`src/rtl/dxf_pkg.sv`:
```
package dxf_pkg;

  // Index of the slice that feeds slice i in a ring of n slices.
  function automatic int ring_prev(input int i, input int n);
    return (i + n - 1) % n;
  endfunction

endpackage

```
`src/rtl/dxf_store.sv`:
```
// Simple dual-port storage with a registered read port (block RAM style).
module dxf_store #(
  parameter int WIDTH = 9,
  parameter int DEPTH = 8,
  localparam int AW = $clog2(DEPTH)
) (
  input  logic             clk,
  input  logic             we,
  input  logic [AW-1:0]    waddr,
  input  logic [WIDTH-1:0] wdata,
  input  logic             re,
  input  logic [AW-1:0]    raddr,
  output logic [WIDTH-1:0] rdata
);

  logic [WIDTH-1:0] mem [DEPTH];

  always_ff @(posedge clk) begin
    if (we) mem[waddr] <= wdata;
  end

  always_ff @(posedge clk) begin
    if (re) rdata <= mem[raddr];
  end

endmodule

```
`src/rtl/dxf_token.sv`:
```
// Ownership register for one circulating permission token.
module dxf_token #(
  parameter bit SOLO = 1'b0
) (
  input  logic clk,
  input  logic rst,
  input  logic first_n,   // 0: this slice starts with the token
  input  logic take_in,   // pulse from the previous slice
  input  logic give,      // this slice just used its last location
  output logic owned,
  output logic pass_out   // pulse to the next slice
);

  logic owned_nxt;

  always_comb begin
    if (SOLO) owned_nxt = 1'b1;
    else      owned_nxt = (owned & ~give) | take_in;
  end

  always_ff @(posedge clk) begin
    if (rst) owned <= SOLO | ~first_n;
    else     owned <= owned_nxt;
  end

  assign pass_out = give & ~SOLO;

endmodule

```
`src/rtl/dxf_slice.sv`:
```
// One storage slice: pointers, local flags and the two tokens.
module dxf_slice #(
  parameter int WIDTH = 9,
  parameter int DEPTH = 8,
  parameter bit SOLO  = 1'b0,
  localparam int AW = $clog2(DEPTH),
  localparam int CW = $clog2(DEPTH + 1)
) (
  input  logic             clk,
  input  logic             rst,
  input  logic             first_n,
  input  logic             wr_en,
  input  logic [WIDTH-1:0] wr_data,
  input  logic             rd_en,
  input  logic             wtok_in,
  input  logic             rtok_in,
  output logic             wtok_out,
  output logic             rtok_out,
  output logic             rd_take,
  output logic [WIDTH-1:0] q,
  output logic             loc_full,
  output logic             loc_empty,
  output logic             own_w,
  output logic             own_r
);

  localparam logic [AW-1:0] LAST  = AW'(DEPTH - 1);
  localparam logic [CW-1:0] CFULL = CW'(DEPTH);

  logic [AW-1:0] wptr, rptr;
  logic [CW-1:0] cnt, cnt_nxt;
  logic          wr_take, w_last, r_last;

  assign wr_take = wr_en & own_w & ~loc_full;
  assign rd_take = rd_en & own_r & ~loc_empty;
  assign w_last  = wr_take & (wptr == LAST);
  assign r_last  = rd_take & (rptr == LAST);

  dxf_token #(.SOLO(SOLO)) u_wtok (
    .clk(clk), .rst(rst), .first_n(first_n),
    .take_in(wtok_in), .give(w_last),
    .owned(own_w), .pass_out(wtok_out)
  );

  dxf_token #(.SOLO(SOLO)) u_rtok (
    .clk(clk), .rst(rst), .first_n(first_n),
    .take_in(rtok_in), .give(r_last),
    .owned(own_r), .pass_out(rtok_out)
  );

  dxf_store #(.WIDTH(WIDTH), .DEPTH(DEPTH)) u_store (
    .clk(clk), .we(wr_take), .waddr(wptr), .wdata(wr_data),
    .re(rd_take), .raddr(rptr), .rdata(q)
  );

  always_comb begin
    cnt_nxt = cnt;
    if (wr_take && !rd_take) cnt_nxt = cnt + CW'(1);
    if (rd_take && !wr_take) cnt_nxt = cnt - CW'(1);
  end

  always_ff @(posedge clk) begin
    if (rst) begin
      wptr      <= '0;
      rptr      <= '0;
      cnt       <= '0;
      loc_full  <= 1'b0;
      loc_empty <= 1'b1;
    end else begin
      if (wr_take) wptr <= (wptr == LAST) ? '0 : wptr + AW'(1);
      if (rd_take) rptr <= (rptr == LAST) ? '0 : rptr + AW'(1);
      cnt       <= cnt_nxt;
      loc_full  <= (cnt_nxt == CFULL);
      loc_empty <= (cnt_nxt == '0);
    end
  end

endmodule

```
`src/rtl/dxf_ring.sv`:
```
// Ring of FIFO slices joined by write and read token links.
module dxf_ring #(
  parameter int WIDTH       = 9,
  parameter int DEPTH       = 8,
  parameter int NSLICE      = 3,
  parameter int FIRST_SLICE = 0
) (
  input  logic             clk,
  input  logic             rst,
  input  logic             wr_en,
  input  logic [WIDTH-1:0] wr_data,
  input  logic             rd_en,
  output logic [WIDTH-1:0] rd_data,
  output logic             rd_valid,
  output logic             full,
  output logic             empty
);

  import dxf_pkg::*;

  localparam bit SOLO = (NSLICE == 1);

  logic [NSLICE-1:0] wtok_o, rtok_o, take_v, full_v, empty_v;
  logic [NSLICE-1:0] hold_w, hold_r, sel_q;
  logic [WIDTH-1:0]  q_v [NSLICE];

  for (genvar i = 0; i < NSLICE; i++) begin : g_slice
    localparam int PREV = ring_prev(i, NSLICE);
    dxf_slice #(.WIDTH(WIDTH), .DEPTH(DEPTH), .SOLO(SOLO)) u_slice (
      .clk(clk), .rst(rst),
      .first_n(i != FIRST_SLICE),
      .wr_en(wr_en), .wr_data(wr_data), .rd_en(rd_en),
      .wtok_in(wtok_o[PREV]), .rtok_in(rtok_o[PREV]),
      .wtok_out(wtok_o[i]), .rtok_out(rtok_o[i]),
      .rd_take(take_v[i]), .q(q_v[i]),
      .loc_full(full_v[i]), .loc_empty(empty_v[i]),
      .own_w(hold_w[i]), .own_r(hold_r[i])
    );
  end

  always_ff @(posedge clk) begin
    if (rst) sel_q <= '0;
    else     sel_q <= take_v;
  end

  always_comb begin
    rd_data = '0;
    for (int i = 0; i < NSLICE; i++)
      if (sel_q[i]) rd_data = rd_data | q_v[i];
  end

  assign rd_valid = |sel_q;
  assign full     = &full_v;
  assign empty    = &empty_v;

endmodule

```
`config.mk`:
```
export PLATFORM = sky130hd
export DESIGN_NAME = dxf_ring
export DESIGN_NICKNAME = d
export VERILOG_FILES = /design/src/rtl/dxf_pkg.sv /design/src/rtl/dxf_store.sv /design/src/rtl/dxf_token.sv /design/src/rtl/dxf_slice.sv /design/src/rtl/dxf_ring.sv
export SDC_FILE = /design/constraint.sdc
export NUM_CORES = 1
export LEC_CHECK = 0
export BUFFER_PORTS_ARGS = -buffer_cell sky130_fd_sc_hd__clkbuf_2
export CORE_UTILIZATION = 50
export CTS_CLUSTER_DIAMETER = 100
export CTS_CLUSTER_SIZE = 12
export DETAILED_ROUTE_END_ITERATION = 8
export PLACE_DENSITY = 0.66
export SYNTH_ARGS = -nofsm -noshare
export SYNTH_HDL_FRONTEND = slang
export SYNTH_HIERARCHICAL = 1
export SYNTH_SLANG_ARGS = --single-unit
```
`constraint.sdc`:
```
create_clock -name clk -period 3.4 [get_ports clk]
set_clock_uncertainty 0.2 [all_clocks]
set_input_delay 0.68 -clock clk [delete_from_list [all_inputs] [get_ports clk]]
set_output_delay 0.68 -clock clk [all_outputs]
set_load 0.01 [all_outputs]
```
==> flow_metrics.tcl <==
set metrics [dict create \
    final_nets 723 \
    ys_ff_latch 288 \
    synth_mux_area_frac 0.146 \
    pre_cts_ws_ps 744 \
    end_kind "primary output" \
    fin_cells 1026 \
    cts_root_buf "clkbuf_16" \
    clock_path_buffers 3 \
    die_w_um 155 \
    htreeDepth 1 \
    num_rows 55 \
    switching_share 0.229 \
    synthXorXnorAreaFrac 0.00669 \
    cts_tree "built" \
    async_flop_share 0 \
    fin_crit_sh 0.750 \
    initial_core_util 0.515 \
    crit_required_ps 2520 \
    cts_resized 0 \
    hold_path_class "register to register" \
    diodes 0 \
    dpl.hpwl_mm 15.1 \
    post-route-util 0.566 \
    totalWireLength_mm 23.3 \
    cts_buffers 27 \
    power.share.clock 0.361 \
    pwr-share-seq 0.545 \
    maxCapViolations 0 \
    via_per_inst 5.75 \
    relSlewSlack 0.250 \
    pwr-share-comb 0.094 \
    synth_top_family_by_area "multiplexers" \
    coreArea_um2 22800 \
    placed_area_um2 12100 \
    post-route-drc-count 0 \
    ios 25 \
    die-area_um2 24200 \
    finalHoldViolCount 0 \
    layout_setup_ws_ps 851 \
    grt_max_degree 52 \
    startpoint_type "register" \
    place_congestion 0.801 \
    crit_fanout 10 \
    tightest_slew_ps 1130 \
    grt_overflow 0 \
    rsz0062_at_grt "no" \
    fp.dieH_um 155 \
    post_synth_num_cell_types 42 \
    finalMaxSlewViolations 0 \
    numPlacedInstances 976 \
    fin_area_um2 12900 \
    yosys.area_share.simple 0.0701 \
    fin_crit_ps 2550 \
    ir_drop_v 0.000329 \
    portBuffers 24 \
    cts_setup_buffers 0 \
    ys_warn_count 6 \
    cts_hold_buffers 0 \
    p_int_mw 5.79 \
    synthCells 653 \
    synth_compound_area_frac 0.0354 \
    grt_pass1_wl_mm 35.6 \
    power_density_nw_per_um2 581 \
    max_freq_ghz 0.392 \
    clk_pin_slew_worst_paths_ps 60 \
    hold_slack_ps 309 \
    yosysSeqAreaShare 0.696 \
    synth_edf_count 243 \
    leakage_nw 4.42 \
    layout-drive-gt1-share 0.153 \
    switchingPower_mw 1.72 \
    antenna_found_initial 0 \
    critical_path_arrival_ps 1670 \
    vias 5896 \
    tns_ps 0 \
    netlist_area_um2 11800 \
    synth_flop_cell "edfxtp_1" \
    setup_viol 0 \
    syn_to_final_growth_pct 9.78 \
    detail_route.first_pass.iterations 6 \
    synthAdderAreaFrac 0.0191 \
    drt_iter0_markers 506 \
    status "completed" \
    path_class "register to primary output" \
    grt_use_total 0.201 \
    worstSkewPairLatency_ps 540 \
    postRouteAntennaNets 0 \
    power_mw 7.52 \
    wire_per_inst_um 22.7 \
    grt_pass1_vias 5905 \
    syn_area_per_cell_um2 18.0 \
    cts_sinks 288 \
]
==> area by class of cell <==
cell class,instances,area [um^2]
fill,1762,9920
sequential,288,8200
multi-input combinational,321,3290
clock buffer,49,758
tap,313,392
timing repair buffer,33,188
inverter,21,78.8
clock inverter,1,20.0
==> critical path, cell delays in order, from the launching register on <==
cell and delay, ps:
dfxtp_1 400, a222oi_1 520, inv_1 80, clkbuf_2 140
==> routing by layer <==
| metal | up-vias | track usage | wire, um |
|---|---|---|---|
| li1 | 2691 | - | - |
| met1 | 2995 | 0.289 | 10500 |
| met2 | 175 | 0.321 | 11000 |
| met3 | 35 | 0.0354 | 1390 |
| met4 | 0 | 0.0495 | 452 |
| met5 | - | 0 | 0 |
==> cells in the mapped netlist (all sizes together), types with 15 or more instances <==
cell	n	area, um^2
nand2	36	135
mux4	54	1420
nor2	39	146
dfxtp	45	901
a21oi	18	90.1
edfxtp	243	7300
buf	21	199
ha	18	225
mux2	27	304
inv	21	78.8
nor3	21	120
nand2b	15	93.8
==> registers in the layout, indices dropped and copies added, names as in the netlist <==
register,cells
g_slice.u_slice/cnt,12
g_slice.u_slice/loc_empty,3
g_slice.u_slice/loc_full,3
g_slice.u_slice/rptr,9
g_slice.u_slice/u_rtok/owned,3
g_slice.u_slice/u_store/mem,216
g_slice.u_slice/u_store/rdata,27
g_slice.u_slice/u_wtok/owned,3
g_slice.u_slice/wptr,9
sel_q,3
==> worst paths after layout <==
path | startpoint | to | slack (ps) | cells after the start
max reg2reg | g_slice[1].u_slice/rptr[2] | g_slice[1].u_slice/u_store/rdata[3] | 1270 | 2
min | g_slice[1].u_slice/u_rtok/owned | g_slice[1].u_slice/u_rtok/owned | 310 | 2
min reg2reg | g_slice[1].u_slice/u_rtok/owned | g_slice[1].u_slice/u_rtok/owned | 310 | 2
max | sel_q[0] | rd_data[3] | 850 | 3
==> power by group through the flow <==
| stage | Clock [mW] | Sequential, mW | Combinational [mW] |
|---|---|---|---|
| floorplan | 0 | 4.12 | 0.524 |
| global placement | 0 | 4.16 | 0.684 |
| detailed placement | 0 | 4.17 | 0.712 |
| CTS | 2.76 | 4.09 | 0.714 |
| global route | 2.90 | 4.11 | 0.785 |
| finish | 2.72 | 4.09 | 0.706 |
==> cell families after synthesis <==
logic type,count (synthesis)
other,2
adder cells (fa/ha/maj),18
multiplexers,81
buffers and inverters,48
AO/OA/AOI/OAI,57
flip-flops,288
AND/OR/NAND/NOR,150
XOR/XNOR,9
==> layout by cell type, fill, tap and decap left out, types with 6 or more instances in the layout <==
| master | count |
|---|---|
| nor2_1 | 39 |
| buf_4 | 9 |
| a222oi_1 | 9 |
| and2_1 | 6 |
| mux2_2 | 27 |
| a21oi_1 | 18 |
| nand3_1 | 9 |
| nand2_1 | 36 |
| inv_2 | 9 |
| a22oi_1 | 6 |
| clkbuf_2 | 24 |
| nand2b_1 | 15 |
| edfxtp_1 | 243 |
| xnor2_1 | 6 |
| nand3b_4 | 6 |
| clkbuf_1 | 22 |
| clkbuf_16 | 27 |
| ha_1 | 18 |
| inv_1 | 12 |
| nor3_1 | 18 |
| conb_1 | 6 |
| mux4_1 | 54 |
| dfxtp_1 | 45 |
Power figures use the tool's default switching activity.
